--- src/rtl/aes_seq_pkg.sv ---
package aes_seq_pkg;

  localparam int LFSR_W = 5;
  localparam logic [LFSR_W-1:0] LFSR_SEED = 5'b00001;

  typedef enum logic [1:0] {
    PH_BYTES = 2'd0,
    PH_KEY   = 2'd1,
    PH_PAD   = 2'd2
  } phase_t;

  // One step of the round-position register (period 31 from any nonzero state).
  function automatic logic [LFSR_W-1:0] lfsr_next(input logic [LFSR_W-1:0] s);
    return {s[3:0], s[4] ^ s[2]};
  endfunction

  // State reached after a number of steps from the seed.
  function automatic logic [LFSR_W-1:0] lfsr_at(input int steps);
    logic [LFSR_W-1:0] s;
    s = LFSR_SEED;
    for (int i = 0; i < steps; i++) s = lfsr_next(s);
    return s;
  endfunction

  // Multiply by x in GF(2^8), reduction polynomial low byte 0x1B.
  function automatic logic [7:0] gf_xtime(input logic [7:0] b);
    return {b[6:0], 1'b0} ^ (b[7] ? 8'h1B : 8'h00);
  endfunction

endpackage

--- src/rtl/seq_step_ctr.sv ---
module seq_step_ctr
  import aes_seq_pkg::*;
#(
  parameter int BYTES    = 16,
  parameter int KEYSTEPS = 4,
  parameter int PAD      = 0
) (
  input  logic   clk,
  input  logic   rst_n,
  input  logic   restart,
  input  logic   run,
  output phase_t phase_o,
  output logic   byte_last_o,
  output logic   key_last_o,
  output logic   round_end_o,
  output logic   col_start_o
);

  localparam int RLEN = BYTES + KEYSTEPS + PAD;
  localparam int COLS = BYTES / 4;
  localparam logic [LFSR_W-1:0] S_BYTE_LAST = lfsr_at(BYTES - 1);
  localparam logic [LFSR_W-1:0] S_KEY_LAST  = lfsr_at(BYTES + KEYSTEPS - 1);
  localparam logic [LFSR_W-1:0] S_END       = lfsr_at(RLEN - 1);

  logic [LFSR_W-1:0] pos_q;
  phase_t            phase_q;
  logic [COLS-1:0]   col_hit;

  always_ff @(posedge clk or negedge rst_n) begin
    if (!rst_n) begin
      pos_q   <= LFSR_SEED;
      phase_q <= PH_BYTES;
    end else if (restart || round_end_o) begin
      pos_q   <= LFSR_SEED;
      phase_q <= PH_BYTES;
    end else if (run) begin
      pos_q <= lfsr_next(pos_q);
      if (byte_last_o)     phase_q <= PH_KEY;
      else if (key_last_o) phase_q <= PH_PAD;
    end
  end

  for (genvar j = 0; j < COLS; j++) begin : g_col
    localparam logic [LFSR_W-1:0] S_COL = lfsr_at(4 * j);
    assign col_hit[j] = (pos_q == S_COL) && (phase_q == PH_BYTES);
  end

  assign phase_o     = phase_q;
  assign byte_last_o = run && (pos_q == S_BYTE_LAST);
  assign key_last_o  = run && (pos_q == S_KEY_LAST);
  assign round_end_o = run && (pos_q == S_END);
  assign col_start_o = run && (|col_hit);

endmodule

--- src/rtl/seq_round_ctrl.sv ---
module seq_round_ctrl
  import aes_seq_pkg::*;
#(
  parameter int NROUNDS = 10,
  localparam int RW     = $clog2(NROUNDS + 1)
) (
  input  logic          clk,
  input  logic          rst_n,
  input  logic          accept,
  input  logic          round_end,
  input  logic          rcon_step,
  output logic          run_o,
  output logic [RW-1:0] round_o,
  output logic          last_round_o,
  output logic [7:0]    rcon_o
);

  localparam logic [RW-1:0] FIRST = RW'(1);
  localparam logic [RW-1:0] LAST  = RW'(NROUNDS);

  logic          run_q;
  logic [RW-1:0] round_q;
  logic [7:0]    rcon_q;

  always_ff @(posedge clk or negedge rst_n) begin
    if (!rst_n) begin
      run_q   <= 1'b0;
      round_q <= FIRST;
    end else if (accept) begin
      run_q   <= 1'b1;
      round_q <= FIRST;
    end else if (round_end) begin
      if (round_q == LAST) run_q <= 1'b0;
      else                 round_q <= round_q + FIRST;
    end
  end

  always_ff @(posedge clk or negedge rst_n) begin
    if (!rst_n)         rcon_q <= 8'h01;
    else if (accept)    rcon_q <= 8'h01;
    else if (rcon_step) rcon_q <= gf_xtime(rcon_q);
  end

  assign run_o        = run_q;
  assign round_o      = run_q ? round_q : '0;
  assign last_round_o = run_q && (round_q == LAST);
  assign rcon_o       = rcon_q;

endmodule

--- src/rtl/seq_out_ctrl.sv ---
module seq_out_ctrl #(
  parameter int BYTES = 16,
  localparam int CW   = $clog2(BYTES)
) (
  input  logic clk,
  input  logic rst_n,
  input  logic go,
  output logic active_o,
  output logic last_o
);

  localparam logic [CW-1:0] CNT_LAST = CW'(BYTES - 1);

  logic          active_q;
  logic [CW-1:0] cnt_q;

  always_ff @(posedge clk or negedge rst_n) begin
    if (!rst_n) begin
      active_q <= 1'b0;
      cnt_q    <= '0;
    end else if (go) begin
      active_q <= 1'b1;
      cnt_q    <= '0;
    end else if (active_q) begin
      if (cnt_q == CNT_LAST) active_q <= 1'b0;
      else                   cnt_q    <= cnt_q + CW'(1);
    end
  end

  assign active_o = active_q;
  assign last_o   = active_q && (cnt_q == CNT_LAST);

endmodule

--- src/rtl/aes_round_seq.sv ---
module aes_round_seq
  import aes_seq_pkg::*;
#(
  parameter bit INTERLEAVED = 1'b1,
  parameter int NROUNDS     = 10,
  parameter int BLOCK_BYTES = 16,
  parameter int KEY_STEPS   = 4,
  parameter int SBOX_EXTRA  = 3
) (
  input  logic       clk,
  input  logic       rst_n,
  input  logic       start_i,
  output logic       ready_o,
  output logic       busy_o,
  output logic [3:0] round_o,
  output logic       load_o,
  output logic       ark_o,
  output logic       sbox_issue_o,
  output logic       shiftrows_o,
  output logic       mix_o,
  output logic       keysched_o,
  output logic       rcon_step_o,
  output logic [7:0] rcon_o,
  output logic       key_en_o,
  output logic       out_o,
  output logic       done_o
);

  localparam int PAD = INTERLEAVED ? 0 : SBOX_EXTRA;
  localparam int RW  = $clog2(NROUNDS + 1);

  // Named internal events
  logic          run;
  logic [RW-1:0] round_num;
  logic          last_round;
  phase_t        phase;
  logic          byte_last, key_last, round_end, col_start;
  logic          out_active, out_last;
  logic          idle, overlap_pt, accept, out_go;
  logic          in_bytes, in_key, in_pad;

  assign idle       = !run && !out_active;
  assign overlap_pt = INTERLEAVED && round_end && last_round;
  assign accept     = start_i && (idle || overlap_pt);
  assign out_go     = round_end && last_round;

  seq_step_ctr #(
    .BYTES(BLOCK_BYTES), .KEYSTEPS(KEY_STEPS), .PAD(PAD)
  ) u_step (
    .clk(clk), .rst_n(rst_n), .restart(accept), .run(run),
    .phase_o(phase), .byte_last_o(byte_last), .key_last_o(key_last),
    .round_end_o(round_end), .col_start_o(col_start)
  );

  seq_round_ctrl #(.NROUNDS(NROUNDS)) u_round (
    .clk(clk), .rst_n(rst_n), .accept(accept), .round_end(round_end),
    .rcon_step(rcon_step_o), .run_o(run), .round_o(round_num),
    .last_round_o(last_round), .rcon_o(rcon_o)
  );

  seq_out_ctrl #(.BYTES(BLOCK_BYTES)) u_out (
    .clk(clk), .rst_n(rst_n), .go(out_go),
    .active_o(out_active), .last_o(out_last)
  );

  assign in_bytes = run && (phase == PH_BYTES);
  assign in_key   = run && (phase == PH_KEY);
  assign in_pad   = run && (phase == PH_PAD);

  assign ready_o      = idle || overlap_pt;
  assign busy_o       = !idle;
  assign round_o      = 4'(round_num);
  assign load_o       = in_bytes && (round_num == RW'(1));
  assign ark_o        = in_bytes;
  assign sbox_issue_o = in_bytes;
  assign shiftrows_o  = byte_last;
  assign mix_o        = col_start && (round_num > RW'(1));
  assign keysched_o   = in_key;
  assign rcon_step_o  = key_last;
  assign key_en_o     = (run && !in_pad) || out_active;
  assign out_o        = out_active;
  assign done_o       = out_last;

endmodule

--- config.mk ---
export PLATFORM = sky130hd
export DESIGN_NAME = aes_round_seq
export DESIGN_NICKNAME = d
export VERILOG_FILES = /design/src/rtl/aes_seq_pkg.sv /design/src/rtl/seq_step_ctr.sv /design/src/rtl/seq_round_ctrl.sv /design/src/rtl/seq_out_ctrl.sv /design/src/rtl/aes_round_seq.sv
export SDC_FILE = /design/constraint.sdc
export NUM_CORES = 1
export LEC_CHECK = 0
export BUFFER_PORTS_ARGS = -buffer_cell sky130_fd_sc_hd__buf_4
export CAP_MARGIN = 10
export CORE_ASPECT_RATIO = 1.5
export CORE_MARGIN = 1
export CORE_UTILIZATION = 45
export CTS_CLUSTER_SIZE = 12
export DETAILED_ROUTE_END_ITERATION = 10
export PLACE_DENSITY = 0.72
export SKIP_CTS_REPAIR_TIMING = 1
export SYNTH_ARGS = -nofsm -noshare
export SYNTH_HDL_FRONTEND = slang
export SYNTH_SLANG_ARGS = --single-unit
--- constraint.sdc ---
create_clock -name clk -period 5.3 [get_ports clk]
set_input_delay 0 -clock clk [delete_from_list [all_inputs] [get_ports clk]]
set_output_delay 0 -clock clk [all_outputs]
set_load 0.02 [all_outputs]
* Word level (Yosys, flattened, before mapping)
Cells that the tools add are included.
Cells by class: reduce and logical (&&, ||, !) cells 36, order comparisons 1, mux-type cells 22, eq/ne operators 13, add/sub/neg operators 2, bitwise operators 2
Operators by type and width (count):
- 4-bit 2-to-1 mux | 7
- 1-bit logical AND | 18
- 8-bit 2-to-1 mux | 2
- 5-bit 2-to-1 mux | 3
- 5-bit by 4-bit == test with 1-bit output (second input constant) | 2
- 5-bit == test (second input constant) | 2
- 4-bit by 1-bit adder with 4-bit output (second input constant) | 2
- 4-bit == test (second input constant) | 2
- 2-bit 2-to-1 mux | 4
- 2-bit AND reduction | 4
- 2-bit nonzero test | 4
- 8-bit bitwise XOR | 1
- 1-bit 2-to-1 mux | 6
- 5-bit by 1-bit == test with 1-bit output (second input constant) | 1
- 5-bit by 3-bit == test with 1-bit output (second input constant) | 1
- 4-bit by 1-bit == test with 1-bit output (second input constant) | 1
- 4-bit by 1-bit greater-than comparator with 1-bit output (second input constant) | 1
- 1-bit logical NOT | 4
- 2-bit inequality test (second input constant) | 2
- 4-bit OR reduction | 1
- 1-bit logical OR | 3
- 3-bit nonzero test | 1
- 2-bit by 1-bit == test with 1-bit output (second input constant) | 1
- 2-bit == test (second input constant) | 1
- other kinds (2) | 2
Word-level totals: output and inout bits 24, bits in registers 25, input bits 3

* Depth between registers and ports, before layout
Gate-level depths: netlist (run 1).
word-level depth 8, mapped depth 5, gate-level depth less buffers 5

* By module
A second synthesis (run 1) with hierarchy kept.
Unflattened totals: cells, all modules 133, area total of the unflattened synthesis 1401.3 um^2
By module, submodules not included:
- seq_round_ctrl | sequential area each 327.8 um^2, instances 1, cells each 60, area each 634.4 um^2
- seq_step_ctr | sequential area each 176.4 um^2, instances 1, cells each 38, area each 407.9 um^2
- seq_out_ctrl | sequential area each 125.1 um^2, instances 1, cells each 23, area each 269.0 um^2
- aes_round_seq | sequential area each 0.0 um^2, instances 1, cells each 12, area each 90.1 um^2

* Least setup slack after synthesis (run 1)
Ideal clock, no wire load.
path type reg2out, from reg u_round.run_q, in the netlist u_round.run_o, to out mix_o, path buffers 1, stages on the path, launching flop included 5, arrival time 1.838 ns, setup slack 3.462 ns, cells stage by stage dfrtp_1 > clkbuf_8 > nor3b_1 > o311ai_0 > a31oi_1
Between the ends: word-level cells in the longest chain between the ends 3
Ends and longest elaborated chain:
- start, declared | RTL line seq_round_ctrl.sv:21 | logic run_q;
- start signal, assigned | RTL line seq_round_ctrl.sv:27 | run_q <= 1'b0;
- start signal, assigned | RTL line seq_round_ctrl.sv:30 | run_q <= 1'b1;
- start signal, assigned | RTL line seq_round_ctrl.sv:33 | if (round_q == LAST) run_q <= 1'b0;
- 4-bit 2-to-1 mux | RTL line seq_round_ctrl.sv:45 | assign round_o = run_q ? round_q : '0;
- 4-bit by 1-bit greater-than comparator with 1-bit output | RTL line aes_round_seq.sv:77 | assign mix_o = col_start && (round_num > RW'(1));
- 1-bit logical AND * | RTL line aes_round_seq.sv:77
- end, declared | RTL line aes_round_seq.sv:20 | output logic mix_o,
Mark *: on every way between the ends. The rest lies on a longest branch, timed or not.

* Final worst setup path (run 1)
from reg u_round.run_q, in the netlist u_round.run_o, to out shiftrows_o
Between the ends: word-level cells in the longest chain between the ends 1
Ends and longest elaborated chain:
- 1-bit logical AND | RTL line seq_step_ctr.sv:49 | assign byte_last_o = run && (pos_q == S_BYTE_LAST);
- end, declared | RTL line aes_round_seq.sv:19 | output logic shiftrows_o,
Every way passes these cells.

==> flow_metrics.py, run 1 <==
metrics = {
    "placement": {
        "place_ws_ns": 3.325,
        "port_buffers": 26,
        "place_hpwl_um": 2387,
        "place.gp.congestion": 0.7922,
    },
    "clock_tree": {
        "cts_buffers": 3,
        "cts.path.max_buffers": 2,
        "cts_htree_levels": 1,
        "tritoncts": "yes",
        "clock-sinks": 25,
        "clkTransAtPathRegs_ns": 0.09,
        "clk_latency_ns": 0.27,
        "cts_root_buf": "clkbuf_8",
    },
    "floorplan": {
        "core_area_um2": 2973,
        "fp.dieH_um": 71.38,
        "pin_count": 27,
        "die_x_um": 48.25,
        "rows": 24,
        "initial_core_util": 0.4857,
        "dieArea_um2": 3444,
    },
    "final_layout": {
        "final_nets": 175,
        "final_cell_mix": "28 x buf_4, 22 x dfrtp_1, 13 x o21ai_0",
        "syn_to_final_growth_pct": 16.29,
        "layout-drive-gt1-share": 0.2381,
        "antenna_cells": 0,
        "final_common_cell": "buf_4",
    },
    "power": {
        "peakVddDrop_mv": 0.2510,
        "powerDensity_nw_per_um2": 579.8,
        "total_power_mw": 0.9735,
        "p_leak_nw": 0.7670,
    },
    "worst_setup_path": {
        "r2r_slack_ns": 3.30,
        "endpoint_kind": "output pin",
        "crit_path_max_fanout": 20,
        "cp_slowest_cell": "dfrtp_1",
        "cp.arrival_ns": 2.26,
        "cp-start-kind": "flop",
        "critical_path_class": "flop to output pin",
        "critical_path_required_ns": 5.30,
        "path_cells": "nand2_1, nor4b_1, buf_4",
        "slowest_delay_ns": 0.72,
    },
    "global_routing": {
        "antenna_found_initial": 0,
        "gr-usage-all-layers": 0.2164,
        "grt-ovfl-total": 0,
        "grt_max_degree": 26,
        "grt_pass1_wl_um": 5368,
        "first_global_vias": 1192,
    },
    "logic_synthesis": {
        "synth_area_um2": 1444,
        "synthSimpleGateAreaFrac": 0.2366,
        "synth_mux_area_frac": 0.02773,
        "syn_nets": 151,
        "synth_edf_count": 0,
        "synth_warnings": 0,
        "synth-adder-area-share": 0.02600,
        "yosysSeqAreaShare": 0.4359,
        "postSynthAreaPerCell_um2": 9.958,
        "synthDistinctLibCells": 46,
        "async_reset_ff_frac": 1.000,
        "synth_top_flop_cell": "dfrtp_1",
        "synth_top_family_by_area": "simple AND/OR/NAND/NOR gates",
        "ys_ff_latch": 25,
        "synth_xor_area_frac": 0.03033,
        "netlist_instances": 145,
        "synth_compound_area_frac": 0.1733,
    },
    "drt": {
        "via_per_inst": 6.053,
        "routed_wl_um": 3317,
        "antenna_left": 0,
        "route.detailed.drc": 0,
        "drt_pass1_iterations": 4,
        "post_drt_wl_per_cell_um": 16.02,
        "vias": 1253,
        "drt-initial-drc-count": 27,
    },
    "timing": {
        "finalCritPeriodShare": 0.4267,
        "finalSetupTns_ns": 0,
        "setup_viol": 0,
        "hold_slack_ns": 0.005096,
        "drv_slew": 0,
        "setup_ws_ns": 3.038,
        "grt_setup_unrepaired": "false",
        "fin_skew_ns": 0.003295,
        "max_slew_margin": 0.6154,
        "clock.fmax_mhz": 442.1,
        "final-hold-violation-count": 0,
        "period_minus_slack_ns": 2.262,
        "tightest_slew_ns": 0.5769,
    },
    "run_status": {
        "outcome": "finished, final reports clean",
    },
    "hold_path": {
        "hp-class": "primary input to flop",
    },
    "run": {
        "cap_violations": 0,
    },
}
==> cell type report <==
type	instances	area [µm²]
well taps	39	48.80
repair buffers	29	220.2
inverters	5	18.77
fillers	270	1294
flip-flops and latches	25	629.4
multi-input cells	105	713.2
clock inverters	1	7.507
clock buffers	3	41.29
==> stage by stage <==
stage | instances | area (µm²) | utilization
final | 207 | 1679 | 0.5648
after global routing | 207 | 1679 | 0.5648
after CTS | 206 | 1669 | 0.5614
after detailed placement | 202 | 1620 | 0.5450
after global placement | 202 | 1620 | 0.5450
after floorplan | 145 | 1444 | -
==> path summary, 6_finish.rpt <==
path,cells past startpoint,to,start
setup reg to reg,3,u_step.phase_o[0]$_DFFE_PN0P_,u_round.run_o$_DFFE_PN0P_
hold reg to reg,2,u_step.phase_o[1]$_DFFE_PN0P_,u_step.phase_o[1]$_DFFE_PN0P_
hold / removal,2,u_round.run_o$_DFFE_PN0P_,start_i
max in group asynchronous,2,u_step.pos_q[0]$_DFFE_PN1P_,rst_n
setup / recovery,3,shiftrows_o,u_round.run_o$_DFFE_PN0P_
min in group asynchronous,2,u_out.cnt_q[1]$_DFFE_PN0P_,rst_n
==> registers in the layout (all words and copies together), names as in the netlist <==
register and flops:
u_round.rcon_o 8, u_step.pos_q 5, u_out.cnt_q 4, u_round.round_q 4
u_step.phase_o 2, u_out.active_o 1, u_round.run_o 1
==> cell usage after synthesis, types with 3 or more instances <==
library cell | instances | area share
nand4b_1 | 3 | 0.018
clkbuf_1 | 3 | 0.0078
mux2i_1 | 4 | 0.028
inv_1 | 5 | 0.013
o21ai_0 | 13 | 0.045
a21oi_1 | 12 | 0.042
dfrtp_1 | 22 | 0.38
dfstp_2 | 3 | 0.055
and3_1 | 3 | 0.013
nor4b_1 | 3 | 0.018
xor2_1 | 4 | 0.024
and2_1 | 6 | 0.026
ha_1 | 3 | 0.026
nor2_1 | 5 | 0.013
nand2_1 | 6 | 0.016
nand4_1 | 8 | 0.035
buf_6 | 4 | 0.031
==> logic make-up after synthesis <==
| family | Yosys count |
|---|---|
| AO/OA/AOI/OAI | 40 |
| XOR/XNOR | 5 |
| adder cells (fa/ha/maj) | 3 |
| buffers and inverters | 15 |
| flip-flops | 25 |
| multiplexers | 4 |
| AND/OR/NAND/NOR | 53 |
==> layer usage <==
metal  global-route usage  vias up  routed length [µm]
met5                    0        -                   0
met4              0.09259        0                  72
met3              0.01511        6                  90
met2               0.3852       31                1788
met1               0.2459      626                1365
li1                     -      590                   -
==> power breakdown <==
part	switching [mW]	internal (mW)	total [mW]
Sequential	0.111	0.278	0.389
Clock	0.0639	0.0534	0.117
Combinational	0.257	0.210	0.467
Total	0.432	0.541	0.974
==> worst max-delay path: cells and delay by family, from the launching register on <==
family                 cells  cell delay [ns]
buffers and inverters      1             0.25
flip-flops                 1             0.72
AND/OR/NAND/NOR            2             1.03
(Power assumes the default switching activity.)
==> run 2: changes to the inputs <==
Clock period 5.3 ns to 2.35 ns, I/O delays scaled along.
==> flow_metrics.py, run 2 (synthesized netlist as in run 1, its figures left out) <==
metrics = {
    "run_status": {
        "outcome": "finished, final reports clean",
    },
    "worst_setup_path": {
        "cp.arrival_ns": 2.07,
        "critical_path_class": "flop to output pin",
        "crit_path_max_fanout": 14,
        "ff2ff_path_depth": 3,
        "critical_path_required_ns": 2.35,
        "cp-start-kind": "flop",
        "endpoint_kind": "output pin",
    },
    "timing": {
        "clock.fmax_mhz": 481.9,
        "max_slew_margin": 0.5135,
        "setup_viol": 0,
        "finalCritPeriodShare": 0.8830,
        "drv_slew": 0,
        "grt_setup_unrepaired": "false",
        "final-hold-violation-count": 0,
        "tightest_slew_ns": 0.7197,
        "fin_skew_ns": 0.003583,
        "period_minus_slack_ns": 2.075,
        "finalSetupTns_ns": 0,
    },
    "final_layout": {
        "final_common_cell": "buf_4",
        "syn_to_final_growth_pct": 17.24,
        "largest_reg_flops": 8,
        "antenna_cells": 0,
        "layout-drive-gt1-share": 0.2353,
        "final_cell_mix": "29 x buf_4, 22 x dfrtp_1, 13 x o21ai_0",
        "final_nets": 177,
        "layout.cells.non_filler": 209,
    },
    "drt": {
        "vias": 1221,
        "antenna_left": 0,
        "routed_wl_um": 3179,
        "drt_pass1_iterations": 5,
        "route.detailed.drc": 0,
        "post_drt_wl_per_cell_um": 15.21,
        "via_per_inst": 5.842,
        "drt-initial-drc-count": 29,
    },
    "floorplan": {
        "die_x_um": 48.25,
        "rows": 24,
        "initial_core_util": 0.4857,
        "core_area_um2": 2973,
        "pin_count": 27,
        "fp.dieH_um": 71.38,
        "dieArea_um2": 3444,
    },
    "power": {
        "p_switching_mw": 0.9578,
        "intPower_mw": 1.224,
        "p_seq_frac": 0.395,
        "clockPowerShare": 0.118,
        "peakVddDrop_mv": 0.7583,
        "p_leak_nw": 0.7764,
        "combPwrFrac": 0.487,
        "swShare": 0.4391,
        "powerDensity_nw_per_um2": 1289,
    },
    "global_routing": {
        "grt-ovfl-total": 0,
        "first_global_vias": 1188,
        "grt_max_degree": 26,
        "antenna_found_initial": 0,
        "grt_pass1_wl_um": 5161,
        "gr-usage-all-layers": 0.2017,
    },
    "clock_tree": {
        "cts_root_buf": "clkbuf_8",
        "clock-sinks": 25,
        "clkTransAtPathRegs_ns": 0.09,
        "tritoncts": "yes",
        "clk_latency_ns": 0.26,
        "cts_buffers": 3,
        "cts_htree_levels": 1,
        "cts.path.max_buffers": 2,
    },
    "placement": {
        "port_buffers": 26,
        "place.gp.congestion": 0.7177,
        "place_hpwl_um": 2348,
        "dp.cells": 203,
    },
    "run": {
        "cap_violations": 0,
    },
    "hold_path": {
        "hp-class": "primary input to async pin",
    },
}
==> run 2: changes by cell type in the layout (fill, tap and decap cells not counted), sizes merged <==
cell and delta:
clkbuf +1, buf +1, dlygate4sd3 +1, clkinvlp -1
==> run 2: power by group through the flow <==
stage | registers [mW] | logic (mW) | clock network (mW)
2_1_floorplan | 0.881 | 0.700 | 0
3_3_place_gp | 0.856 | 1.04 | 0
3_5_place_dp | 0.867 | 1.06 | 0
4_1_cts | 0.860 | 1.07 | 0.260
5_1_grt | 0.901 | 1.16 | 0.277
6_report | 0.861 | 1.06 | 0.257
==> run 2: layout make-up <==
| class | instances | area (µm²) |
|---|---|---|
| Fill cell | 275 | 1280 |
| Multi-Input combinational cell | 105 | 713.2 |
| Sequential cell | 25 | 629.4 |
| Timing Repair Buffer | 31 | 237.7 |
| Tap cell | 39 | 48.80 |
| Clock buffer | 4 | 45.04 |
| Inverter | 5 | 18.77 |
==> run 2: path summary, 6_finish.rpt <==
check                                       startpoint                       endpoint  slack, ns
setup reg to reg           u_step.pos_q[4]$_DFFE_PN0P_      u_round.run_o$_DFFE_PN0P_       0.51
setup / recovery             u_round.run_o$_DFFE_PN0P_                    shiftrows_o       0.28
max in group asynchronous                        rst_n    u_step.pos_q[0]$_DFFE_PN1P_       1.89
hold reg to reg             u_out.cnt_q[2]$_DFFE_PN0P_     u_out.cnt_q[2]$_DFFE_PN0P_       0.54
hold / removal                                   rst_n  u_step.phase_o[0]$_DFFE_PN0P_       0.16
min in group clk                               start_i      u_round.run_o$_DFFE_PN0P_       0.53
==> run 2: metrics by stage <==
stage               power [mW]  hold slack, ns  area (µm²)  worst slack, ns  utilization
floorplan                1.580         -0.2956        1444           0.5124            -
global placement         1.891        -0.07827        1628           0.5563       0.5476
detailed placement       1.930        -0.07633        1628           0.5321       0.5476
CTS                      2.189         -0.3676        1673           0.2949       0.5627
global route             2.339          0.2090        1693          0.05987       0.5694
finish                   2.181          0.1630        1693           0.2751       0.5694
==> run 2: worst max-delay path, cell delays in order (launching register included) <==
cell and delay (ns):
dfrtp_1 0.49, nand2_1 0.32, nor4b_1 0.73, buf_4 0.26
==> run 2: metal layers <==
layer	share of wire	GRT usage	wire length, µm	vias to the layer above
li1	-	-	-	592
met1	0.42	0.2419	1335	601
met2	0.54	0.3467	1723	24
met3	0.028	0.03526	89	4
met4	0.0094	0.06173	30	0
met5	0	0	0	-
